===== src/rtl/sshift_pkg.sv =====
package sshift_pkg;

    typedef enum logic [2:0] {
        ST_IDLE,
        ST_DRIVE,
        ST_WAIT_ACT,
        ST_WAIT_IDLE,
        ST_FINISH
    } sh_state_e;

    typedef struct packed {
        logic load;     // accept a new transfer
        logic drive;    // present next transmit bit
        logic capture;  // take the received bit
    } sh_ctl_t;

    // active level test, reversed when inv is set
    function automatic logic is_active(input logic lvl, input logic inv);
        return lvl ^ inv;
    endfunction

endpackage


===== src/rtl/sshift_sync.sv =====
module sshift_sync #(
    parameter int W      = 3,
    parameter int STAGES = 2
) (
    input  logic         clk,
    input  logic         rst,
    input  logic [W-1:0] d,
    output logic [W-1:0] q
);
    for (genvar i = 0; i < W; i++) begin : g_bit
        logic [STAGES-1:0] chain;
        always_ff @(posedge clk) begin
            if (rst) chain <= '0;
            else     chain <= {chain[STAGES-2:0], d[i]};
        end
        assign q[i] = chain[STAGES-1];
    end
endmodule


===== src/rtl/sshift_ctrl.sv =====
module sshift_ctrl
    import sshift_pkg::*;
#(
    parameter int MAX_BITS = 255,
    parameter int CNT_W    = 8
) (
    input  logic             clk,
    input  logic             rst,
    input  logic             start,
    input  logic [CNT_W-1:0] req_bits,
    input  logic             clk_inv,
    input  logic             s_clk,
    input  logic             s_tmo,
    output sh_ctl_t          ctl,
    output logic [CNT_W-1:0] req_eff,
    output logic             busy,
    output logic             done,
    output logic [CNT_W-1:0] done_bits
);
    sh_state_e        state_q;
    logic             inv_q;
    logic [CNT_W-1:0] target_q;
    logic [CNT_W-1:0] bits_q;
    logic             act;

    assign req_eff = (int'(req_bits) > MAX_BITS) ? CNT_W'(MAX_BITS) : req_bits;
    assign act     = is_active(s_clk, inv_q);

    always_comb begin
        ctl.load    = (state_q == ST_IDLE) && start;
        ctl.drive   = (state_q == ST_DRIVE);
        ctl.capture = (state_q == ST_WAIT_ACT) && act;
    end

    always_ff @(posedge clk) begin
        if (rst) begin
            state_q  <= ST_IDLE;
            inv_q    <= 1'b0;
            target_q <= '0;
            bits_q   <= '0;
        end else begin
            unique case (state_q)
                ST_IDLE: if (start) begin
                    inv_q    <= clk_inv;
                    target_q <= req_eff;
                    bits_q   <= '0;
                    state_q  <= (req_eff == '0) ? ST_FINISH : ST_DRIVE;
                end
                ST_DRIVE: state_q <= ST_WAIT_ACT;
                ST_WAIT_ACT: begin
                    if (act) begin
                        bits_q  <= bits_q + 1'b1;
                        state_q <= ST_WAIT_IDLE;
                    end else if (s_tmo) begin
                        state_q <= ST_FINISH;
                    end
                end
                ST_WAIT_IDLE: begin
                    if (!act)
                        state_q <= (bits_q == target_q) ? ST_FINISH : ST_DRIVE;
                    else if (s_tmo)
                        state_q <= ST_FINISH;
                end
                ST_FINISH: state_q <= ST_IDLE;
                default:   state_q <= ST_IDLE;
            endcase
        end
    end

    assign busy      = (state_q != ST_IDLE);
    assign done      = (state_q == ST_FINISH);
    assign done_bits = bits_q;
endmodule


===== src/rtl/sshift_data.sv =====
module sshift_data
    import sshift_pkg::*;
#(
    parameter int MAX_BITS = 255,
    parameter int CNT_W    = 8
) (
    input  logic                clk,
    input  logic                rst,
    input  sh_ctl_t             ctl,
    input  logic [CNT_W-1:0]    req_eff,
    input  logic [MAX_BITS-1:0] tx_word,
    input  logic                s_din,
    output logic                ser_dout,
    output logic [MAX_BITS-1:0] rx_word
);
    logic [MAX_BITS-1:0] tx_sh_q;

    always_ff @(posedge clk) begin
        if (rst) begin
            tx_sh_q  <= '0;
            rx_word  <= '0;
            ser_dout <= 1'b0;
        end else begin
            if (ctl.load) begin
                // align bit N-1 to the top so it leaves first
                tx_sh_q <= tx_word << (MAX_BITS - int'(req_eff));
                rx_word <= '0;
            end else if (ctl.drive) begin
                ser_dout <= tx_sh_q[MAX_BITS-1];
                tx_sh_q  <= tx_sh_q << 1;
            end
            if (ctl.capture)
                rx_word <= {rx_word[MAX_BITS-2:0], s_din};
        end
    end
endmodule


===== src/rtl/sshift_slave.sv =====
module sshift_slave
    import sshift_pkg::*;
#(
    parameter int MAX_BITS = 255,
    localparam int CNT_W   = $clog2(MAX_BITS + 1)
) (
    input  logic                clk,
    input  logic                rst,
    input  logic                start,
    input  logic [CNT_W-1:0]    req_bits,
    input  logic                clk_inv,
    input  logic [MAX_BITS-1:0] tx_word,
    output logic                busy,
    output logic                done,
    output logic [CNT_W-1:0]    done_bits,
    output logic [MAX_BITS-1:0] rx_word,
    input  logic                ser_clk,
    input  logic                ser_din,
    input  logic                ser_tmo,
    output logic                ser_dout
);
    localparam int SYNC_W = 3;

    logic [SYNC_W-1:0] pins_s;
    sh_ctl_t           ctl;
    logic [CNT_W-1:0]  req_eff;

    sshift_sync #(.W(SYNC_W), .STAGES(2)) u_sync (
        .clk (clk),
        .rst (rst),
        .d   ({ser_tmo, ser_din, ser_clk}),
        .q   (pins_s)
    );

    sshift_ctrl #(.MAX_BITS(MAX_BITS), .CNT_W(CNT_W)) u_ctrl (
        .clk       (clk),
        .rst       (rst),
        .start     (start),
        .req_bits  (req_bits),
        .clk_inv   (clk_inv),
        .s_clk     (pins_s[0]),
        .s_tmo     (pins_s[2]),
        .ctl       (ctl),
        .req_eff   (req_eff),
        .busy      (busy),
        .done      (done),
        .done_bits (done_bits)
    );

    sshift_data #(.MAX_BITS(MAX_BITS), .CNT_W(CNT_W)) u_data (
        .clk      (clk),
        .rst      (rst),
        .ctl      (ctl),
        .req_eff  (req_eff),
        .tx_word  (tx_word),
        .s_din    (pins_s[1]),
        .ser_dout (ser_dout),
        .rx_word  (rx_word)
    );
endmodule


===== config.mk =====
export PLATFORM = sky130hd
export DESIGN_NAME = sshift_slave
export DESIGN_NICKNAME = d
export VERILOG_FILES = /design/src/rtl/sshift_pkg.sv /design/src/rtl/sshift_sync.sv /design/src/rtl/sshift_ctrl.sv /design/src/rtl/sshift_data.sv /design/src/rtl/sshift_slave.sv
export SDC_FILE = /design/constraint.sdc
export NUM_CORES = 2
export LEC_CHECK = 0
export ABC_AREA = 1
export BUFFER_PORTS_ARGS = -buffer_cell sky130_fd_sc_hd__buf_2
export CAP_MARGIN = 20
export CORE_MARGIN = 5
export CORE_UTILIZATION = 30
export CTS_CLUSTER_SIZE = 20
export DETAILED_ROUTE_END_ITERATION = 6
export MAX_ROUTING_LAYER = met4
export REMOVE_ABC_BUFFERS = 1
export SYNTH_ARGS = -nofsm -noshare
export SYNTH_HDL_FRONTEND = slang
export SYNTH_SLANG_ARGS = --single-unit

===== constraint.sdc =====
create_clock -name clk -period 2.51 [get_ports clk]
set_input_delay 0.251 -clock clk [delete_from_list [all_inputs] [get_ports clk]]
set_output_delay 0.251 -clock clk [all_outputs]
set_load 0.01 [all_outputs]

Yosys cells after proc, flatten, opt, wreduce, memory -nomap -nowiden:

Cells that the tools add are included.

* multiplexer cells: 14
* add/subtract/negate cells: 2
* bitwise logic cells: 2
* shift operators: 1
* reductions and logical operators: 11
* equality and inequality tests: 7

Operator list (number)
* 2-to-1 mux 255 bit: 4
* left shift 255 x 32 -> 255 bit: 1
* 2-to-1 mux 3 bit: 6
* 2-to-1 mux 8 bit: 2
* case mux 8 bit (2 select lines): 1
* case mux 3 bit (4 select lines): 1
* subtractor 8 x 8 -> 9 bit (first input constant): 1
* adder 8 x 1 -> 8 bit (second input constant): 1
* equality test 8 bit: 1
* logical NOT 8 bit: 1
* equality test 3 x 2 -> 1 bit (second input constant): 2
* nonzero test 2 bit: 3
* AND reduction 2 bit: 2
* equality test 3 x 1 -> 1 bit (second input constant): 1
* equality test 3 bit (second input constant): 1
* logical NOT 3 bit: 1
* AND reduction 3 bit: 1
* nonzero test 3 bit: 1
* logical AND 1 bit: 2
* inequality test 2 x 1 -> 1 bit (second input constant): 1
* inequality test 2 bit (second input constant): 1
* inverter 1 bit: 1
* bitwise XOR 1 bit: 1

* word-level logic and storage cells: 47
* output and inout bits: 266
* input bits: 270
* bits in registers: 537

Logic depth before layout (Yosys ltp):

* depth after elaboration: 4
* gate-level depth with buffers: 17
* depth with buffers taken out: 16

Cells and area by module:

From an unflattened synthesis, not the netlist that was laid out.

* cell total of the unflattened synthesis: 7315
* area, all modules: 41768.8 µm²

By module, submodules not included
* sshift_data: sequential area each 10229.8 µm², cells an instance 7106, area an instance 40361.2 µm², times used 1
* sshift_ctrl: sequential area each 400.4 µm², cells an instance 188, area an instance 1219.9 µm², times used 1
* sshift_sync: sequential area each 120.1 µm², cells an instance 21, area an instance 187.7 µm², times used 1

Worst setup path before layout:

Ideal clock, no wire load.

* kind: input -> register
* start point: input req_bits[3]
* end point: register u_data.tx_sh_q[181]
* data required time: 2.382 ns
* setup time: 0.128 ns
* path buffers: 3
* slack: 0.682 ns
* data arrival time: 1.701 ns
* cell stages on the path: 13
* cells stage by stage: buf_2 inv_2 buf_2 clkbuf_1 nand3_1 nand3_1 nand2_1 o21ai_0 nand2_1 nand3_1 o21ai_0 nor2_1 nor2_1

* cells in the longest elaborated chain, start to end: 3

Ends and longest elaborated chain
* start, declared: RTL line sshift_slave.sv:10 `input logic [CNT_W-1:0] req_bits,`
* subtractor 8 x 8 -> 9 bit: RTL line sshift_data.sv:26 `tx_sh_q <= tx_word << (MAX_BITS - int'(req_eff));`
* left shift 255 x 32 -> 255 bit: RTL line sshift_data.sv:26
* 2-to-1 mux 255 bit: RTL line sshift_data.sv:24 `if (ctl.load) begin`
* end signal, assigned: RTL line sshift_data.sv:26
* end signal, assigned: RTL line sshift_data.sv:30 `tx_sh_q <= tx_sh_q << 1;`
* end, declared: RTL line sshift_data.sv:16 `logic [MAX_BITS-1:0] tx_sh_q;`

Every way passes these cells.
A chain may end at the register's enable or synchronous reset.

Final worst setup path:

* start point: input req_bits[0]
* end point: register u_data.tx_sh_q[201]

Same word-level chain as after synthesis.

==> out/qor.csv <==
stage,metric,value,unit
grt,grt_start_max_net_pins,127,
critical_path,critPathLaunchType,input port,
logic_synthesis,synthDistinctLibCells,46,
sta,slew_headroom,0.401,
logic_synthesis,synth_top_flop_cell,sky130_fd_sc_hd__dfxtp_1,
floorplanning,core-area,135000,sq um
logic_synthesis,seq_area_frac_synth,0.264,
run_status,violations,design-rule violations,
finish,leading_cell_type_in_the_layout_fill_and_taps_excluded,sky130_fd_sc_hd__nand3_1,
cts,worstSkewPairLatency,0.67,ns
critical_path,cp_data_arrival_time,3.06,ns
sta,maxClockFrequency,401,MHz
logic_synthesis,avgSynthCellArea,5.72,sq um
grt,number_of_antenna_violations_at_the_first_check_in_global_routing,4,
placed_design,globalplace.congestion,1.04,
floorplanning,start_util,0.301,
sta,fin_skew,0.0614,ns
drt,drc,1,
logic_synthesis,synth_top_cells_by_area,"sky130_fd_sc_hd__nand3_1 29%, sky130_fd_sc_hd__dfxtp_1 26%, sky130_fd_sc_hd__nand2_1 19%",
finish,flow.area_growth_from_synthesis,27.4,%
logic_synthesis,synth_top_cell_area_share,0.291,
run_status,status,finished with violations,
power_and_ir_drop,static-leakage-power,23.2,nW
sta,setup-violations-final,0,
critical_path,timing.critical_path.required,3.08,ns
logic_synthesis,ys_seq_elements,537,
sta,timing.final.hold_violations,0,
cts,clock_pin_slew_reported_for_the_worst_setup_and_hold_paths_after_clock_tree_synthesis,0.07,ns
drt,number_of_iterations_in_the_first_detailed_routing_pass,7,
sta,whs,0.0681,ns
finish,filler_cell_count,14889,
logic_synthesis,count_of_flip_flops_with_a_built_in_enable_after_synthesis,0,
cts,cts.root.buffer_cell,sky130_fd_sc_hd__clkbuf_16,
floorplanning,row_count,135,
critical_path,worstPathMaxFanout,126,
sta,final_min_period_over_clock_period,0.995,
drt,route.vias.total,55232,
critical_path,path_class,in2reg,
cts,post-cts-setup-buffer-count,0,
sta,final_max_slew_violation_count,0,
grt,globalRouteOverflowTotal,0,
worst_hold_path,hold_path_class,in2reg,
placed_design,buffer_ports.inserted,535,
cts,cts_max_level,2,
job,max_cap_viol_count,0,
finish,drive_gt1_frac,0.180,
power_and_ir_drop,vdd_drop_max,0.584,mV
floorplanning,die-height,379,um
sta,worst-slew-pin-transition,0.889,ns
placed_design,hpwlAfterDp,171000,um
grt,grt_usage,0.300,
grt,grt_pass1_vias,51149,
finish,final_net_count,8098,
finish,post-route-util,0.384,
cts,tritoncts_num_sinks,537,
drt,route.antenna.remaining_nets,0,
floorplanning,floorplan.io_pins,536,
placed_design,post-place-ws,-0.547,ns
drt,post_drt_via_cell_ratio,5.72,
cts,cts_tree,built,
sta,postLayoutSetupSlackWorst,0.0132,ns
critical_path,worstSetupEndpointType,flop,
logic_synthesis,post_synth_inst_count,7125,
cts,tritoncts.num_buffers,59,
logic_synthesis,async_reset_ff_frac,0,
power_and_ir_drop,power-per-cell-area,620,nW/um^2
cts,clk_path_buf_depth,3,
sta,rsz0062_at_grt,true,
logic_synthesis,area_leader_netlist,sky130_fd_sc_hd__nand3_1,
floorplanning,fp.dieArea,143000,sq um
sta,shortest_clock_period_the_worst_path_allows_after_layout,2.50,ns
drt,avgRoutedWirePerCell,22.8,um
logic_synthesis,yosysWarnings,0,
logic_synthesis,synth_area,40700,sq um
floorplanning,die_width,379,um
drt,drtIter0Drc,7763,
finish,leading_cell_types_in_the_layout_fill_and_taps_excluded,"2369 x sky130_fd_sc_hd__nand3_1, 2015 x sky130_fd_sc_hd__nand2_1, 637 x sky130_fd_sc_hd__buf_4, 536 x sky130_fd_sc_hd__dfxtp_1, 527 x sky130_fd_sc_hd__buf_2",
grt,grt_pass1_wl,323000,um
drt,detail_route.wirelength,221000,um
-- cells by family (layout without fill, tap and decap cells) --
logic type / Yosys count / in the layout / synth area share
simple gates: 4618 / 4618 / 0.503
compound gates: 1189 / 1189 / 0.154
buf+inv: 774 / 1524 / 0.0783
flops: 537 / 537 / 0.264
xor+xnor: 4 / 4 / 0.000860
mux: 2 / 2 / 0.000491
fa+ha+maj: 1 / 1 / 0.000307
other cells: 0 / 5 / 0
-- worst paths after layout --
path                                                from                       end  slack (ns)  cells past startpoint
worst max register to register         u_ctrl.state_q[0]       u_data.tx_sh_q[226]        0.13                     12
worst min-delay path                         req_bits[7]       u_data.tx_sh_q[227]        0.07                      5
worst max-delay path                         req_bits[0]       u_data.tx_sh_q[201]        0.01                     16
worst min register to register  u_sync.g_bit[2].chain[0]  u_sync.g_bit[2].chain[1]        0.40                      2
-- cell usage after synthesis, types with 17 or more instances --
| library cell | count |
|---|---|
| sky130_fd_sc_hd__a21oi_1 | 513 |
| sky130_fd_sc_hd__a31oi_1 | 23 |
| sky130_fd_sc_hd__buf_1 | 131 |
| sky130_fd_sc_hd__buf_2 | 157 |
| sky130_fd_sc_hd__buf_4 | 17 |
| sky130_fd_sc_hd__clkbuf_1 | 322 |
| sky130_fd_sc_hd__dfxtp_1 | 537 |
| sky130_fd_sc_hd__inv_1 | 133 |
| sky130_fd_sc_hd__nand2_1 | 2015 |
| sky130_fd_sc_hd__nand3_1 | 2369 |
| sky130_fd_sc_hd__nand4_1 | 23 |
| sky130_fd_sc_hd__nor2_1 | 162 |
| sky130_fd_sc_hd__o211ai_1 | 77 |
| sky130_fd_sc_hd__o21ai_0 | 459 |
| sky130_fd_sc_hd__o21ai_1 | 84 |
| sky130_fd_sc_hd__or2_2 | 25 |
-- power breakdown --
group / switching, mW / internal (mW) / total, mW
Combinational: 8.68 / 4.34 / 13.0
Clock: 3.95 / 5.21 / 9.15
Sequential: 0.507 / 9.52 / 10.0
Total: 13.1 / 19.1 / 32.2
-- layer usage --
| metal | vias up | wire [um] | part of all wire | global-route usage |
|---|---|---|---|---|
| met5 | - | 0 | 0 | - |
| li1 | 25955 | - | - | - |
| met4 | 0 | 11500 | 0.052 | 0.129 |
| met2 | 2956 | 99400 | 0.45 | 0.472 |
| met1 | 25851 | 89100 | 0.40 | 0.378 |
| met3 | 470 | 20800 | 0.094 | 0.0554 |
-- per-stage QoR --
step,power (mW),cells,setup TNS (ns),area (sq um)
after detailed placement,22.7,9541,-32.80,49800
after global placement,22.7,9541,-27.44,49800
after CTS,31.9,9656,0,51900
after global routing,33.6,9660,0,51900
final,32.2,9661,0,51900
after floorplan,16.4,6495,-5374.16,38100
-- flip-flops by register name, summed over array words and instances (netlist names) --
register / flops
u_data.ser_dout: 1
u_ctrl.state_q: 3
u_ctrl.target_q: 8
u_ctrl.done_bits: 8
u_data.rx_word: 255
u_ctrl.inv_q: 1
u_data.tx_sh_q: 255
u_sync.g_bit.chain: 6
-- timing repair --
action | CTS | global route
resized for setup | 0 | 8
hold buffers | 6 | 0
hold endpoints to repair | 29 | 0
endpoints found under the setup margin | 0 | 11
-- area by class of cell --
| type | instances | area [sq um] | share of cell area |
|---|---|---|---|
| clock buffers | 84 | 1720 | 0.0331 |
| diodes | 5 | 12.5 | 0.000241 |
| inverters | 144 | 583 | 0.0112 |
| repair buffers | 1271 | 9450 | 0.182 |
| clock inverters | 25 | 303 | 0.00583 |
| well taps | 1781 | 2230 | 0.0429 |
| multi-input cells | 5814 | 26900 | 0.517 |
| flip-flops and latches | 537 | 10800 | 0.207 |
-- worst max-delay path, stage by stage --
cell and delay (ns):
sky130_fd_sc_hd__buf_8 0.13, sky130_fd_sc_hd__buf_12 0.18, sky130_fd_sc_hd__buf_12 0.34, sky130_fd_sc_hd__nand2_1 0.09
sky130_fd_sc_hd__nand3_1 0.12, sky130_fd_sc_hd__nand3_1 0.12, sky130_fd_sc_hd__nand3_1 0.09, sky130_fd_sc_hd__nand2_1 0.12
sky130_fd_sc_hd__o21ai_0 0.09, sky130_fd_sc_hd__buf_4 0.17, sky130_fd_sc_hd__o21ai_0 0.49, sky130_fd_sc_hd__nand2_1 0.14
sky130_fd_sc_hd__nand3_1 0.13, sky130_fd_sc_hd__nand2_1 0.11, sky130_fd_sc_hd__o21bai_1 0.17, sky130_fd_sc_hd__inv_1 0.05
Note: power is estimated with default switching activity, not from simulation.
